`src/rtl/mesi_pkg.sv`:
```
package mesi_pkg;
  typedef enum logic [1:0] {
    ST_I = 2'd0,
    ST_S = 2'd1,
    ST_E = 2'd2,
    ST_M = 2'd3
  } line_st_e;

  typedef enum logic [1:0] {
    BK_NONE = 2'd0,
    BK_RD   = 2'd1,
    BK_RDX  = 2'd2,
    BK_WB   = 2'd3
  } bus_kind_e;
endpackage

```
`src/rtl/mesi_line_store.sv`:
```
module mesi_line_store
  import mesi_pkg::*;
#(
  parameter int SETS  = 4,
  parameter int IDX_W = 2,
  parameter int TAG_W = 6
) (
  input  logic                       clk,
  input  logic                       rst_n,
  input  logic [IDX_W-1:0]           cpu_idx,
  input  logic [IDX_W-1:0]           snp_idx,
  input  logic                       fill_we,
  input  logic [IDX_W-1:0]           fill_idx,
  input  logic [TAG_W-1:0]           fill_tag,
  input  line_st_e                   fill_st,
  input  logic                       snp_we,
  input  line_st_e                   snp_st,
  output logic [TAG_W-1:0]           cpu_tag,
  output line_st_e                   cpu_st,
  output logic [TAG_W-1:0]           snp_tag,
  output line_st_e                   snp_cur_st,
  output logic [SETS-1:0][1:0]       st_all
);
  logic [SETS-1:0][TAG_W-1:0] tag_all;

  for (genvar g = 0; g < SETS; g++) begin : g_set
    logic [TAG_W-1:0] tag_q;
    line_st_e         st_q;
    always_ff @(posedge clk) begin
      if (!rst_n) begin
        tag_q <= '0;
        st_q  <= ST_I;
      end else if (fill_we && fill_idx == IDX_W'(g)) begin
        tag_q <= fill_tag;
        st_q  <= fill_st;
      end else if (snp_we && snp_idx == IDX_W'(g)) begin
        st_q  <= snp_st;
      end
    end
    assign tag_all[g] = tag_q;
    assign st_all[g]  = st_q;
  end

  assign cpu_tag    = tag_all[cpu_idx];
  assign cpu_st     = line_st_e'(st_all[cpu_idx]);
  assign snp_tag    = tag_all[snp_idx];
  assign snp_cur_st = line_st_e'(st_all[snp_idx]);
endmodule

```
`src/rtl/mesi_snoop_resp.sv`:
```
module mesi_snoop_resp
  import mesi_pkg::*;
#(
  parameter int  TAG_W  = 6,
  parameter bit  C2C_EN = 1'b1
) (
  input  logic             clk,
  input  logic             rst_n,
  input  logic             snp_valid,
  input  logic [1:0]       snp_kind,
  input  logic [TAG_W-1:0] snp_tag_in,
  input  logic             c2c_pick,
  input  logic [TAG_W-1:0] line_tag,
  input  line_st_e         line_st,
  output logic             snp_we,
  output line_st_e         snp_new_st,
  output logic             snp_shared,
  output logic             snp_flush,
  output logic             snp_supply
);
  logic hit, is_rd, is_rdx;

  assign hit    = snp_valid && (line_st != ST_I) && (line_tag == snp_tag_in);
  assign is_rd  = (snp_kind == BK_RD);
  assign is_rdx = (snp_kind == BK_RDX);

  always_comb begin
    snp_we     = 1'b0;
    snp_new_st = line_st;
    if (hit && is_rd && (line_st == ST_M || line_st == ST_E)) begin
      snp_we     = 1'b1;
      snp_new_st = ST_S;
    end else if (hit && is_rdx) begin
      snp_we     = 1'b1;
      snp_new_st = ST_I;
    end
  end

  always_ff @(posedge clk) begin
    if (!rst_n) begin
      snp_shared <= 1'b0;
      snp_flush  <= 1'b0;
      snp_supply <= 1'b0;
    end else begin
      snp_shared <= hit && is_rd;
      snp_flush  <= hit && (is_rd || is_rdx) && (line_st == ST_M);
      snp_supply <= C2C_EN && hit && is_rd &&
                    ((line_st == ST_E) || (line_st == ST_S && c2c_pick));
    end
  end


  flush_after_snoop_chk: assert property (@(posedge clk) disable iff (!rst_n)
    (snp_flush || snp_shared || snp_supply) |-> $past(snp_valid));
endmodule

```
`src/rtl/mesi_req_fsm.sv`:
```
module mesi_req_fsm
  import mesi_pkg::*;
#(
  parameter int ADDR_W = 8,
  parameter int IDX_W  = 2,
  parameter int TAG_W  = 6
) (
  input  logic              clk,
  input  logic              rst_n,
  input  logic              cpu_req_valid,
  input  logic              cpu_req_write,
  input  logic [ADDR_W-1:0] cpu_req_addr,
  output logic              cpu_req_ready,
  output logic              cpu_done,
  input  logic              snp_valid,
  input  logic              bus_gnt,
  input  logic              bus_shared_in,
  input  logic [TAG_W-1:0]  look_tag,
  input  line_st_e          look_st,
  output logic              bus_req_valid,
  output logic [1:0]        bus_req_kind,
  output logic [ADDR_W-1:0] bus_req_addr,
  output logic              fill_we,
  output logic [IDX_W-1:0]  fill_idx,
  output logic [TAG_W-1:0]  fill_tag,
  output line_st_e          fill_st,
  output logic              sampling
);
  typedef enum logic [1:0] {F_IDLE, F_WB, F_REQ, F_SAMPLE} fsm_e;

  fsm_e              fsm_q;
  logic [ADDR_W-1:0] addr_q;
  logic              write_q;
  logic [TAG_W-1:0]  victim_tag_q;
  logic              done_q;
  logic              accept, hit, fast;
  logic [TAG_W-1:0]  req_tag;

  assign req_tag       = cpu_req_addr[ADDR_W-1:IDX_W];
  assign cpu_req_ready = (fsm_q == F_IDLE) && !snp_valid;
  assign accept        = cpu_req_valid && cpu_req_ready;
  assign hit           = (look_st != ST_I) && (look_tag == req_tag);
  assign fast          = hit && (look_st == ST_M || look_st == ST_E ||
                                 (look_st == ST_S && !cpu_req_write));
  assign cpu_done      = done_q;
  assign sampling      = (fsm_q == F_SAMPLE);

  always_comb begin
    bus_req_valid = 1'b0;
    bus_req_kind  = BK_NONE;
    bus_req_addr  = addr_q;
    fill_we       = 1'b0;
    fill_idx      = addr_q[IDX_W-1:0];
    fill_tag      = addr_q[ADDR_W-1:IDX_W];
    fill_st       = ST_M;
    case (fsm_q)
      F_IDLE: begin
        fill_idx = cpu_req_addr[IDX_W-1:0];
        fill_tag = req_tag;
        fill_we  = accept && fast && cpu_req_write && (look_st == ST_E);
      end
      F_WB: begin
        bus_req_valid = 1'b1;
        bus_req_kind  = BK_WB;
        bus_req_addr  = {victim_tag_q, addr_q[IDX_W-1:0]};
      end
      F_REQ: begin
        bus_req_valid = 1'b1;
        bus_req_kind  = write_q ? BK_RDX : BK_RD;
        fill_we       = bus_gnt && write_q;
      end
      default: begin
        fill_we = 1'b1;
        fill_st = bus_shared_in ? ST_S : ST_E;
      end
    endcase
  end

  always_ff @(posedge clk) begin
    if (!rst_n) begin
      fsm_q        <= F_IDLE;
      addr_q       <= '0;
      write_q      <= 1'b0;
      victim_tag_q <= '0;
      done_q       <= 1'b0;
    end else begin
      done_q <= 1'b0;
      case (fsm_q)
        F_IDLE: if (accept) begin
          if (fast) begin
            done_q <= 1'b1;
          end else begin
            addr_q       <= cpu_req_addr;
            write_q      <= cpu_req_write;
            victim_tag_q <= look_tag;
            fsm_q        <= (!hit && look_st == ST_M) ? F_WB : F_REQ;
          end
        end
        F_WB: if (bus_gnt) fsm_q <= F_REQ;
        F_REQ: if (bus_gnt) begin
          if (write_q) begin
            done_q <= 1'b1;
            fsm_q  <= F_IDLE;
          end else begin
            fsm_q  <= F_SAMPLE;
          end
        end
        default: begin
          done_q <= 1'b1;
          fsm_q  <= F_IDLE;
        end
      endcase
    end
  end


  req_hold_chk: assert property (@(posedge clk) disable iff (!rst_n)
    (bus_req_valid && !bus_gnt) |=>
      (bus_req_valid && $stable(bus_req_addr) && $stable(bus_req_kind)));


  silent_upgrade_chk: assert property (@(posedge clk) disable iff (!rst_n)
    (accept && cpu_req_write && hit && look_st == ST_E) |=>
      (cpu_done && !bus_req_valid));


  busy_block_chk: assert property (@(posedge clk) disable iff (!rst_n)
    bus_req_valid |-> !cpu_req_ready);
endmodule

```
`src/rtl/mesi_snoop_ctrl.sv`:
```
module mesi_snoop_ctrl
  import mesi_pkg::*;
#(
  parameter int ADDR_W = 8,
  parameter int SETS   = 4,
  parameter bit C2C_EN = 1'b1
) (
  input  logic              clk,
  input  logic              rst_n,
  input  logic              cpu_req_valid,
  output logic              cpu_req_ready,
  input  logic              cpu_req_write,
  input  logic [ADDR_W-1:0] cpu_req_addr,
  output logic              cpu_done,
  output logic              bus_req_valid,
  output logic [1:0]        bus_req_kind,
  output logic [ADDR_W-1:0] bus_req_addr,
  input  logic              bus_gnt,
  input  logic              bus_shared_in,
  input  logic              snp_valid,
  input  logic [1:0]        snp_kind,
  input  logic [ADDR_W-1:0] snp_addr,
  input  logic              c2c_pick,
  output logic              snp_shared,
  output logic              snp_flush,
  output logic              snp_supply
);
  localparam int IDX_W = $clog2(SETS);
  localparam int TAG_W = ADDR_W - IDX_W;

  logic [TAG_W-1:0]      look_tag, snp_line_tag, fill_tag;
  line_st_e              look_st, snp_line_st, fill_st, snp_new_st;
  logic [SETS-1:0][1:0]  st_all;
  logic                  fill_we, snp_we, sampling;
  logic [IDX_W-1:0]      fill_idx;

  mesi_line_store #(.SETS(SETS), .IDX_W(IDX_W), .TAG_W(TAG_W)) u_store (
    .clk        (clk),
    .rst_n      (rst_n),
    .cpu_idx    (cpu_req_addr[IDX_W-1:0]),
    .snp_idx    (snp_addr[IDX_W-1:0]),
    .fill_we    (fill_we),
    .fill_idx   (fill_idx),
    .fill_tag   (fill_tag),
    .fill_st    (fill_st),
    .snp_we     (snp_we),
    .snp_st     (snp_new_st),
    .cpu_tag    (look_tag),
    .cpu_st     (look_st),
    .snp_tag    (snp_line_tag),
    .snp_cur_st (snp_line_st),
    .st_all     (st_all)
  );

  mesi_snoop_resp #(.TAG_W(TAG_W), .C2C_EN(C2C_EN)) u_snoop (
    .clk        (clk),
    .rst_n      (rst_n),
    .snp_valid  (snp_valid),
    .snp_kind   (snp_kind),
    .snp_tag_in (snp_addr[ADDR_W-1:IDX_W]),
    .c2c_pick   (c2c_pick),
    .line_tag   (snp_line_tag),
    .line_st    (snp_line_st),
    .snp_we     (snp_we),
    .snp_new_st (snp_new_st),
    .snp_shared (snp_shared),
    .snp_flush  (snp_flush),
    .snp_supply (snp_supply)
  );

  mesi_req_fsm #(.ADDR_W(ADDR_W), .IDX_W(IDX_W), .TAG_W(TAG_W)) u_fsm (
    .clk           (clk),
    .rst_n         (rst_n),
    .cpu_req_valid (cpu_req_valid),
    .cpu_req_write (cpu_req_write),
    .cpu_req_addr  (cpu_req_addr),
    .cpu_req_ready (cpu_req_ready),
    .cpu_done      (cpu_done),
    .snp_valid     (snp_valid),
    .bus_gnt       (bus_gnt),
    .bus_shared_in (bus_shared_in),
    .look_tag      (look_tag),
    .look_st       (look_st),
    .bus_req_valid (bus_req_valid),
    .bus_req_kind  (bus_req_kind),
    .bus_req_addr  (bus_req_addr),
    .fill_we       (fill_we),
    .fill_idx      (fill_idx),
    .fill_tag      (fill_tag),
    .fill_st       (fill_st),
    .sampling      (sampling)
  );


  shared_pick_chk: assert property (@(posedge clk) disable iff (!rst_n)
    sampling |=> (st_all[$past(fill_idx)] == ($past(bus_shared_in) ? ST_S : ST_E)));


  rdx_inval_chk: assert property (@(posedge clk) disable iff (!rst_n)
    (snp_valid && snp_kind == BK_RDX && !fill_we &&
     snp_line_tag == snp_addr[ADDR_W-1:IDX_W]) |=>
      (st_all[$past(snp_addr[IDX_W-1:0])] == ST_I));
endmodule

```
`config.mk`:
```
export PLATFORM = sky130hd
export DESIGN_NAME = mesi_snoop_ctrl
export DESIGN_NICKNAME = d
export VERILOG_FILES = /design/src/rtl/mesi_pkg.sv /design/src/rtl/mesi_line_store.sv /design/src/rtl/mesi_snoop_resp.sv /design/src/rtl/mesi_req_fsm.sv /design/src/rtl/mesi_snoop_ctrl.sv
export SDC_FILE = /design/constraint.sdc
export NUM_CORES = 1
export LEC_CHECK = 0
export ABC_AREA = 0
export ABC_CLOCK_PERIOD_IN_PS = 2710
export BUFFER_PORTS_ARGS = -buffer_cell sky130_fd_sc_hd__buf_2
export CAP_MARGIN = 40
export CORE_MARGIN = 3
export CORE_UTILIZATION = 45
export CTS_CLUSTER_DIAMETER = 80
export DETAILED_ROUTE_END_ITERATION = 7
export PLACE_DENSITY = 0.69
export SYNTH_ARGS = -nofsm -noshare
export SYNTH_HDL_FRONTEND = slang
export SYNTH_SLANG_ARGS = --single-unit
```
`constraint.sdc`:
```
create_clock -name clk -period 2.71 [get_ports clk]
set_input_delay 0.6775 -clock clk [delete_from_list [all_inputs] [get_ports clk]]
set_output_delay 0.6775 -clock clk [all_outputs]
set_load 0.1 [all_outputs]
```
==> flow_summary_export.csv, run 1 <==
group,metric,value,unit
synthesis,synth-edff-count,0,
final_layout,stdcell_area,3780,um^2
worst_setup_path,critical_path_buf_inv_count,2,
timing,setup_viol,0,
clock_network,clock-root-buffer,"clkbuf_8",
clock_network,hold_buffers,0,
worst_setup_path,critPathMaxStageDelay,0.58,ns
clock_network,clk_latency,0.30,ns
timing,timing.final.crit_share,0.957,
worst_setup_path,startpoint,"cpu_req_addr[0]",
timing,fmax,0.385,GHz
clock_network,post_cts_resized,0,
floorplan,pin_count,42,
worst_setup_path,crit_end,"u_store.g_set[0].tag_q[3]",
timing,slew-limit-headroom,0.679,
drt,drtIter0Drc,138,
drt,wl,7290,um
floorplan,row_count,30,
pwr,powerDensity,561,nW/um^2
synthesis,yosysSeqAreaShare,0.331,
clock_network,cts.sinks,53,
timing,finalWorstSetupSlack,0.115,ns
pwr,power.total,2.12,mW
worst_setup_path,cp-start-kind,"input pin",
global_route,grt.overflow.total,0,
drt,wl_per_cell,15.6,um
worst_setup_path,crit_slowest_cell,"mux4_2",
synthesis,syn_area,3200,um^2
synthesis,synthCells,313,
drt,drt-pass1-iter-count,4,
worst_setup_path,r2r_start,"u_store.g_set[0].tag_q[0]",
global_route,grt_pass1_wl,12000,um
final_layout,areaGrowthSynthToFinish,18.1,%
outcome,run_status,"finished, final reports clean",
timing,rsz0062_at_grt,"false",
synthesis,syn_area_per_cell,10.2,um^2
clock_network,cts_max_level,2,
global_route,antenna_found_initial,0,
worst_setup_path,cp.required,2.95,ns
timing,tightest_slew,0.477,ns
worst_setup_path,worstSetupEndpointType,"flip-flop",
final_layout,drive_above_1_share,0.348,
global_route,grtUsageTotal,0.181,
synthesis,synth_cell_types,47,
placed_design,pre_cts_slack,-0.214,ns
worst_setup_path,cp_data_arrival_time,2.83,ns
placed_design,io_buffers,41,
floorplan,initial_core_util,0.469,
placed_design,place_area,3690,um^2
worst_setup_path,r2r-end,"u_store.g_set[0].tag_q[3]",
timing,final.setup_skew,0.00928,ns
placed_design,gp_congestion,0.881,
timing,slew_viol_final,0,
final_layout,fillers,625,
synthesis,syn_nets,345,
pwr,p_leak,1.69,nW
global_route,grt_max_degree,34,
clock_network,post_cts_buffers,0,
synthesis,synth_ff_type,"dfxtp_1",
synthesis,synth_top_family_by_area,"multiplexers",
final_layout,utilization,0.554,
synthesis,synth.area.mux_share,0.300,
global_route,grt_pass1_vias,2415,
floorplan,die-area,8160,um^2
worst_setup_path,cp_cell_sequence,"buf_2 > mux4_2 > xnor2_2 > o2111ai_4 > o31ai_4 > and2_1 > buf_4 > mux2i_1",
synthesis,synth_xor_area_frac,0.0422,
clock_network,cts_tree,"yes",
drt,ant_nets,0,
synthesis,synth_compound_area_frac,0.0864,
drt,drc,0,
clock_network,clk_pin_slew_worst_paths,0.11,ns
floorplan,die_h,90.4,um
timing,hold_viol,0,
pwr,vdd_ir_drop_max,0.000251,V
worst_setup_path,r2r_cells,7,
synthesis,synth_fa_ha_area_frac,0.0234,
worst_hold_path,hold_class,"reg -> reg",
final_layout,multi_input_area,2010,um^2
worst_setup_path,r2r_slack,0.40,ns
worst_setup_path,critical_path_depth,8,
synthesis,async_flop_share,0,
final_layout,sequential_cell_area,1060,um^2
timing,period_needed,2.59,ns
synthesis,ys_ff_latch,53,
worst_setup_path,worstSetupPathType,"in -> reg",
synthesis,synth_warnings,0,
floorplan,core,6830,um^2
worst_setup_path,cp_max_fo,6,
final_layout,layout.nets,402,
run,maxCapViolations,0,
timing,finalHoldWorstSlack,0.476,ns
floorplan,chipWidth,90.4,um
placed_design,dp_hpwl,5670,um
drt,via_per_inst,5.30,
synthesis,synthSimpleGateAreaFrac,0.166,
final_layout,n_antenna_cell,0,
drt,dr_total_vias,2474,
worst_setup_path,crit_family,"multiplexers",
clock_network,clockBufferDepth,2,
clock_network,cts_buffers,5,
cells in the mapped netlist, drive strengths merged, types with 4 or more instances:
cell type  count  area [um^2]
nand2         46          175
ha             6         75.1
nand3          5         30.0
nand4          4         25.0
inv           11         41.3
nor3b          4         30.0
nor2b         22          138
xnor2         10          118
dfxtp         53         1060
mux2          16          180
buf           11         82.6
a21oi          5         25.0
mux4          16          360
a31oi          6         37.5
o21ai          5         32.5
mux2i         42          420
clkbuf        10         37.5
nor2           5         18.8
kinds of logic after synthesis:
logic type | Yosys count
XOR/XNOR | 12
adder cells (fa/ha/maj) | 6
multiplexers | 74
AND/OR/NAND/NOR | 102
flip-flops | 53
AO/OA/AOI/OAI | 34
buffers and inverters | 32
state kept, by name (all words and copies together) (netlist names):
register,cells
u_store.g_set.tag_q,24
u_snoop.snp_shared,1
u_snoop.snp_flush,1
u_fsm.fsm_q,2
u_snoop.snp_supply,1
u_fsm.addr_q,8
u_fsm.victim_tag_q,6
u_fsm.cpu_done,1
u_store.g_set.st_q,8
u_fsm.write_q,1
metrics by stage:
stage | cells | TNS [ns]
floorplan | 313 | -0.496
detailed placement | 459 | -6.06
finish | 467 | 0
CTS | 467 | 0
global placement | 459 | -4.23
global route | 467 | 0
how the worst min path moves through the flow:
stage,startpoint,slack (ns),to,cells after the start
after floorplan,u_store.g_set[0].tag_q[0],0.44,u_store.g_set[0].tag_q[0],2
after global placement,u_store.g_set[3].tag_q[4],0.45,u_store.g_set[3].tag_q[4],2
after detailed placement,u_store.g_set[2].tag_q[2],0.46,u_store.g_set[2].tag_q[2],2
after CTS,u_store.g_set[2].tag_q[2],0.48,u_store.g_set[2].tag_q[2],2
after global routing,u_store.g_set[3].tag_q[3],0.50,u_store.g_set[3].tag_q[3],2
final,u_store.g_set[2].tag_q[2],0.48,u_store.g_set[2].tag_q[2],2
power by group:
part | switching, mW | internal [mW]
logic | 0.530 | 0.284
registers | 0.0306 | 0.812
clock network | 0.277 | 0.189
total | 0.837 | 1.28
placed cells by master, fill, tap and decap left out, types with 3 or more instances in the layout:
master    synthesis  layout
o21ai_0           3       3
nand2b_1          3       3
a31oi_1           6       6
a21boi_0          3       3
mux4_2           16      16
xnor2_2           4       5
buf_4             4      28
nor3_1            3       3
mux2_2           13      13
nor2_1            5       5
nand2_1          45      45
a21oi_1           5       5
xnor2_1           6       5
clkbuf_8          0       5
inv_1            11      11
dfxtp_1          53      53
nor3b_1           4       4
nand4_1           4       4
mux2i_1          42      42
buf_2             3      41
ha_1              6       6
nor2b_2           0       3
and3b_1           3       3
nand3_1           4       4
nor2b_1          22      19
cell type report:
| class | instances | area share |
|---|---|---|
| clock inverters | 3 | 0.00695 |
| well taps | 96 | 0.0318 |
| multi-input cells | 228 | 0.531 |
| flip-flops and latches | 53 | 0.281 |
| repair buffers | 71 | 0.120 |
| clock buffers | 5 | 0.0182 |
| inverters | 11 | 0.0109 |
layer usage:
metal  GRT usage  part of all wire  vias to the layer above
li1            -                 -                     1225
met3      0.0392             0.048                        6
met5           0                 0                        -
met2       0.304              0.48                       63
met4      0.0357            0.0080                        0
met1       0.242              0.46                     1180
worst min-delay path, cell delays in order (launching register included):
cell and delay [ns]:
dfxtp_1 0.33, nand2_1 0.05, mux2i_1 0.06
Note: power is estimated with default switching activity, not from simulation.
==> run 2: changes to the inputs <==
Settings changed: CELL_PAD_IN_SITES_DETAIL_PLACEMENT set to 1, CELL_PAD_IN_SITES_GLOBAL_PLACEMENT set to 2, CORE_UTILIZATION 45 to 33, PLACE_DENSITY 0.69 to 0.77.
==> run 2 against run 1 <==
Against the previous run:
- worst setup slack improved by 0.021 ns
- critical path type unchanged
- cell count increased by 6.4%
- global-route usage decreased by 2.7 points
==> flow_summary_export.csv, run 2 (synthesis results as in run 1) <==
group,metric,value,unit
outcome,run_status,"finished, final reports clean",
final_layout,drive_above_1_share,0.345,
worst_setup_path,cp_max_fo,9,
drt,ant_nets,0,
worst_setup_path,startpoint,"cpu_req_addr[0]",
worst_setup_path,r2r_cells,7,
final_layout,mostFrequentLayoutCells,"53 x dfxtp_1, 45 x nand2_1, 41 x mux2i_1",
worst_hold_path,hold_path_depth,2,
pwr,combinationalPowerShare,0.381,
floorplan,core,9330,um^2
drt,wl_per_cell,16.5,um
timing,tns,0,ns
timing,slew_viol_final,0,
clock_network,clock-root-buffer,"clkbuf_8",
pwr,powerDensity,559,nW/um^2
drt,wl,8190,um
worst_setup_path,r2r_start,"u_store.g_set[3].tag_q[0]",
clock_network,clockBufferDepth,2,
floorplan,initial_core_util,0.343,
timing,final.setup_skew,0.0146,ns
worst_setup_path,r2r-end,"u_store.g_set[0].st_q[0]",
drt,dr_total_vias,2540,
final_layout,top_register,"u_store.g_set.tag_q",
final_layout,stdcell_area,3810,um^2
final_layout,utilization,0.408,
global_route,grt.overflow.total,0,
timing,finalHoldWorstSlack,0.482,ns
pwr,clkPwrFrac,0.223,
worst_setup_path,worstSetupEndpointType,"flip-flop",
final_layout,final_common_cell,"dfxtp_1",
run,maxCapViolations,0,
global_route,antenna_found_initial,0,
worst_hold_path,hold_start,"u_store.g_set[1].tag_q[3]",
final_layout,layout.nets,399,
drt,via_per_inst,5.11,
drt,drc,0,
pwr,p_int,1.27,mW
clock_network,clk_latency,0.32,ns
final_layout,largest_reg_flops,24,
floorplan,die-area,10900,um^2
pwr,vdd_ir_drop_max,0.000228,V
drt,drtIter0Drc,87,
pwr,p_seq_frac,0.396,
pwr,p_leak,1.67,nW
final_layout,largest_registers,"u_store.g_set.tag_q: 24 flops, u_fsm.addr_q: 8 flops, u_store.g_set.st_q: 8 flops",
drt,dr_wl_met2,3960,um
clock_network,cts_tree,"yes",
final_layout,areaGrowthSynthToFinish,18.9,%
timing,hold_viol,0,
floorplan,pin_count,42,
worst_setup_path,cp_data_arrival_time,2.79,ns
worst_hold_path,holdPathEnd,"u_store.g_set[1].tag_q[3]",
clock_network,cts.sinks,53,
placed_design,dp_hpwl,6380,um
global_route,grt_pass1_vias,2557,
timing,setup_viol,0,
drt,drt-pass1-iter-count,4,
placed_design,place_area,3710,um^2
placed_design,gp_congestion,0.765,
pwr,p_sw_frac,0.403,
drt,maxUsedRoutingLayer,"met4",
worst_hold_path,hold_class,"reg -> reg",
placed_design,io_buffers,41,
pwr,p_switching,0.858,mW
worst_setup_path,cp.required,2.93,ns
global_route,grt_pass1_wl,13600,um
clock_network,post_cts_buffers,0,
final_layout,n_antenna_cell,0,
drt,wl_met3,296,um
worst_setup_path,cp-start-kind,"input pin",
timing,period_needed,2.57,ns
pwr,power.total,2.13,mW
global_route,grt_max_degree,54,
timing,fmax,0.389,GHz
clock_network,cts_max_level,2,
timing,tightest_slew,0.496,ns
timing,rsz0062_at_grt,"false",
clock_network,cts_buffers,5,
floorplan,row_count,35,
drt,drt-met1-wl,3820,um
timing,slew-limit-headroom,0.666,
clock_network,clk_pin_slew_worst_paths,0.11,ns
floorplan,die_h,105,um
timing,timing.final.crit_share,0.950,
worst_setup_path,r2r_slack,0.40,ns
global_route,grtUsageTotal,0.154,
floorplan,chipWidth,105,um
worst_setup_path,worstSetupPathType,"in -> reg",
final_layout,fillers,1067,
run 2: cell types whose count changed in the layout (fill, tap and decap cells not counted), sizes merged:
| cell | delta |
|---|---|
| clkinvlp | -1 |
| clkbuf | +1 |
| clkinv | +1 |
| buf | -4 |
run 2: power by group through the flow:
stage | Sequential (mW) | Combinational (mW) | Clock, mW
2_1_floorplan | 0.857 | 0.646 | 0
6_report | 0.843 | 0.810 | 0.474
5_1_grt | 0.850 | 0.873 | 0.531
3_5_place_dp | 0.861 | 0.812 | 0
4_1_cts | 0.843 | 0.814 | 0.494
3_3_place_gp | 0.860 | 0.803 | 0
run 2: critical path, cell delays in order:
cell and delay (ns):
clkbuf_4 0.20, mux4_2 0.57, xnor2_2 0.22, o2111ai_4 0.17, buf_4 0.18, o31ai_4 0.24, buf_6 0.20, mux2i_2 0.24
nor2b_1 0.08
run 2: how the worst max path moves through the flow:
stage                               end  slack (ns)  cells after the start
5_1_grt        u_store.g_set[0].st_q[0]       0.004                      8
6_report                u_fsm.addr_q[4]        0.14                      9
3_3_place_gp            u_fsm.addr_q[4]       -0.19                     10
2_1_floorplan           bus_req_kind[0]       -0.22                      3
4_1_cts                 u_fsm.addr_q[4]       0.007                     10
3_5_place_dp            u_fsm.addr_q[4]       -0.34                     10
run 2: layout make-up:
cell class / count / area, um^2 / share of cell area
multi-input combinational: 228 / 2010 / 0.529
sequential: 53 / 1060 / 0.279
timing repair buffer: 68 / 439 / 0.115
tap: 129 / 161 / 0.0424
clock buffer: 5 / 68.8 / 0.0181
inverter: 11 / 41.3 / 0.0108
clock inverter: 3 / 21.3 / 0.00559
run 2: routing by layer:
| metal | GRT usage | up-vias |
|---|---|---|
| met5 | 0 | - |
| met4 | 0.0389 | 0 |
| met3 | 0.0242 | 12 |
| met2 | 0.256 | 56 |
| met1 | 0.209 | 1251 |
| li1 | - | 1221 |
run 2: timing repair:
| action | in CTS | in global routing |
|---|---|---|
| setup endpoints to repair | 0 | 16 |
| hold buffers | 0 | 0 |
| hold endpoints to repair | 0 | 0 |
| resized for setup | 0 | 3 |
run 2: through the flow:
stage | std cells | setup WS, ns
final | 497 | 0.136
after global routing | 497 | 0.00413
after CTS | 497 | 0.00688
after detailed placement | 489 | -0.337
after global placement | 489 | -0.195
after floorplan | 313 | -0.224
==> run 3: changes to the inputs <==
Settings changed: ABC_CLOCK_PERIOD_IN_PS 2710 to 2400, CORE_UTILIZATION 33 to 37, PLACE_DENSITY 0.77 to 0.81.
Clock period 2.71 ns to 2.4 ns, I/O delays scaled along.
==> run 3 against run 2 <==
Against the previous run:
- the flow now finishes with violations (setup timing)
- critical path depth grew 1
- via count rose by 1.7%
- largest power group is now combinational logic
- sequential power rose by 13%
- register-to-register slack got worse by 0.32 ns
- design area is 6.6% higher
- non-clock buffer count increased by 12
- core utilization grew 8.1 points
==> flow_summary_export.csv, run 3 (synthesis results as in run 1) <==
group,metric,value,unit
outcome,run_status,"finished with violations",
outcome,violations,"setup timing",
worst_setup_path,cp_max_fo,7,
timing,period_needed,2.40,ns
worst_setup_path,cp-start-kind,"input pin",
pwr,vdd_ir_drop_max,0.000256,V
drt,via_per_inst,5.32,
final_layout,final_common_cell,"dfxtp_1",
placed_design,gp_congestion,0.870,
floorplan,chipWidth,99.0,um
clock_network,clock-root-buffer,"clkbuf_8",
pwr,powerDensity,620,nW/um^2
final_layout,drive_above_1_share,0.397,
worst_setup_path,critPathMaxStageDelay,0.57,ns
timing,final.setup_skew,0.00802,ns
run,maxCapViolations,0,
worst_setup_path,cp_cell_sequence,"buf_12 > buf_4 > mux4_2 > xnor2_2 > nand3_2 > o31ai_4 > buf_6 > o21ai_4 > buf_12 > mux2i_2",
clock_network,cts.sinks,53,
placed_design,io_buffers,41,
timing,tns,-0.000354,ns
worst_setup_path,cp_data_arrival_time,2.63,ns
floorplan,pin_count,42,
final_layout,final_cells,485,
final_layout,mostFrequentLayoutCells,"53 x dfxtp_1, 45 x nand2_1, 39 x mux2i_1",
drt,dr_total_vias,2582,
clock_network,clk_pin_slew_worst_paths,0.10,ns
final_layout,largest_registers,"u_store.g_set.tag_q: 24 flops, u_fsm.addr_q: 8 flops, u_store.g_set.st_q: 8 flops",
final_layout,areaGrowthSynthToFinish,26.7,%
worst_setup_path,worstSetupPathType,"in -> reg",
placed_design,dp_cells,470,
final_layout,utilization,0.489,
floorplan,row_count,33,
global_route,grt_pass1_wl,15000,um
drt,drt-pass1-iter-count,4,
timing,fmax,0.417,GHz
worst_setup_path,cp.required,2.63,ns
global_route,grtUsageTotal,0.191,
timing,hold_viol,0,
floorplan,core,8300,um^2
global_route,grt.overflow.total,0,
timing,timing.final.crit_share,1.00,
final_layout,largest_reg_flops,24,
timing,finalWorstSetupSlack,-0.000354,ns
clock_network,cts_max_level,2,
drt,wl,8840,um
clock_network,clockBufferDepth,2,
timing,tightest_slew,0.716,ns
final_layout,n_antenna_cell,0,
worst_setup_path,worstSetupEndpointType,"flip-flop",
pwr,p_leak,1.80,nW
drt,ant_nets,0,
floorplan,die_h,99.0,um
worst_setup_path,crit_slowest_cell,"mux4_2",
timing,slew-limit-headroom,0.518,
floorplan,die-area,9810,um^2
worst_setup_path,crit_top_cell,"buf_12",
final_layout,top_register,"u_store.g_set.tag_q",
timing,setup_viol,1,
timing,rsz0062_at_grt,"true",
drt,drtIter0Drc,99,
global_route,grt_pass1_vias,2766,
floorplan,initial_core_util,0.386,
worst_hold_path,hold_class,"reg -> reg",
global_route,grt_max_degree,27,
drt,wl_per_cell,18.2,um
clock_network,cts_buffers,5,
clock_network,clk_latency,0.32,ns
timing,slew_viol_final,0,
drt,drc,0,
placed_design,dp_hpwl,6710,um
clock_network,cts_tree,"yes",
final_layout,layout.nets,411,
global_route,antenna_found_initial,0,
-- run 3: cell count changes in the layout (fill, tap and decap cells not counted), moves of 3 or more --
cell and delta:
buf_6 +6, buf_4 +4, buf_12 +3, nor2b_2 -3, nor2b_4 +3, xnor2_1 -3, xnor2_2 +3
-- run 3: per-layer routing --
| layer | routed length, um | part of all wire | vias up | track usage |
|---|---|---|---|---|
| met1 | 4200 | 0.48 | 1286 | 0.266 |
| li1 | - | - | 1244 | - |
| met3 | 265 | 0.030 | 6 | 0.0297 |
| met4 | 73 | 0.0083 | 0 | 0.0431 |
| met2 | 4300 | 0.49 | 46 | 0.313 |
| met5 | 0 | 0 | - | 0 |
-- run 3: critical path: cells and delay by family --
family                 cells  cell delay [ns]
AO/OA/AOI/OAI              2             0.38
XOR/XNOR                   1             0.17
buffers and inverters      4             0.54
multiplexers               2             0.76
AND/OR/NAND/NOR            1             0.17
-- run 3: layout make-up --
type,instances,area (um^2)
Fill cell,931,4240
Multi-Input combinational cell,228,2110
Sequential cell,53,1060
Timing Repair Buffer,80,622
Tap cell,105,131
Clock buffer,5,68.8
Inverter,11,41.3
Clock inverter,3,22.5
-- run 3: stage by stage --
| stage | power, mW | instance area (um^2) | setup WS, ns | hold slack (ns) |
|---|---|---|---|---|
| 2_1_floorplan | 1.73 | 3280 | -0.280 | 0.442 |
| 3_3_place_gp | 1.95 | 3790 | -0.420 | 0.456 |
| 3_5_place_dp | 1.96 | 3790 | -0.468 | 0.462 |
| 4_1_cts | 2.54 | 3970 | -0.0289 | 0.478 |
| 5_1_grt | 2.66 | 4060 | -0.0478 | 0.499 |
| 6_report | 2.52 | 4060 | -0.000354 | 0.478 |
-- run 3: path summary, 6_finish.rpt --
check,from,to,slack [ns],cells after the start
hold / removal,u_store.g_set[0].tag_q[3],u_store.g_set[0].tag_q[3],0.48,2
setup reg to reg,u_store.g_set[3].tag_q[1],u_store.g_set[2].tag_q[5],0.08,9
hold reg to reg,u_store.g_set[0].tag_q[3],u_store.g_set[0].tag_q[3],0.48,2
setup / recovery,cpu_req_addr[0],u_store.g_set[2].tag_q[5],-0.0004,10
-- run 3: power breakdown --
part	switching [mW]	total, mW	leakage [nW]	internal (mW)
sequential	0.0357	0.952	0.428	0.917
combinational	0.648	1.03	1.33	0.384
clock	0.325	0.533	0.0481	0.208
total	1.01	2.52	1.80	1.51
-- run 3: what timing repair did --
action,4_1_cts,5_1_grt
endpoints found under the setup margin,54,57
pin swaps,6,9
setup buffers,3,5
hold buffers,0,0
cloned,2,0
gates resized for setup,9,24
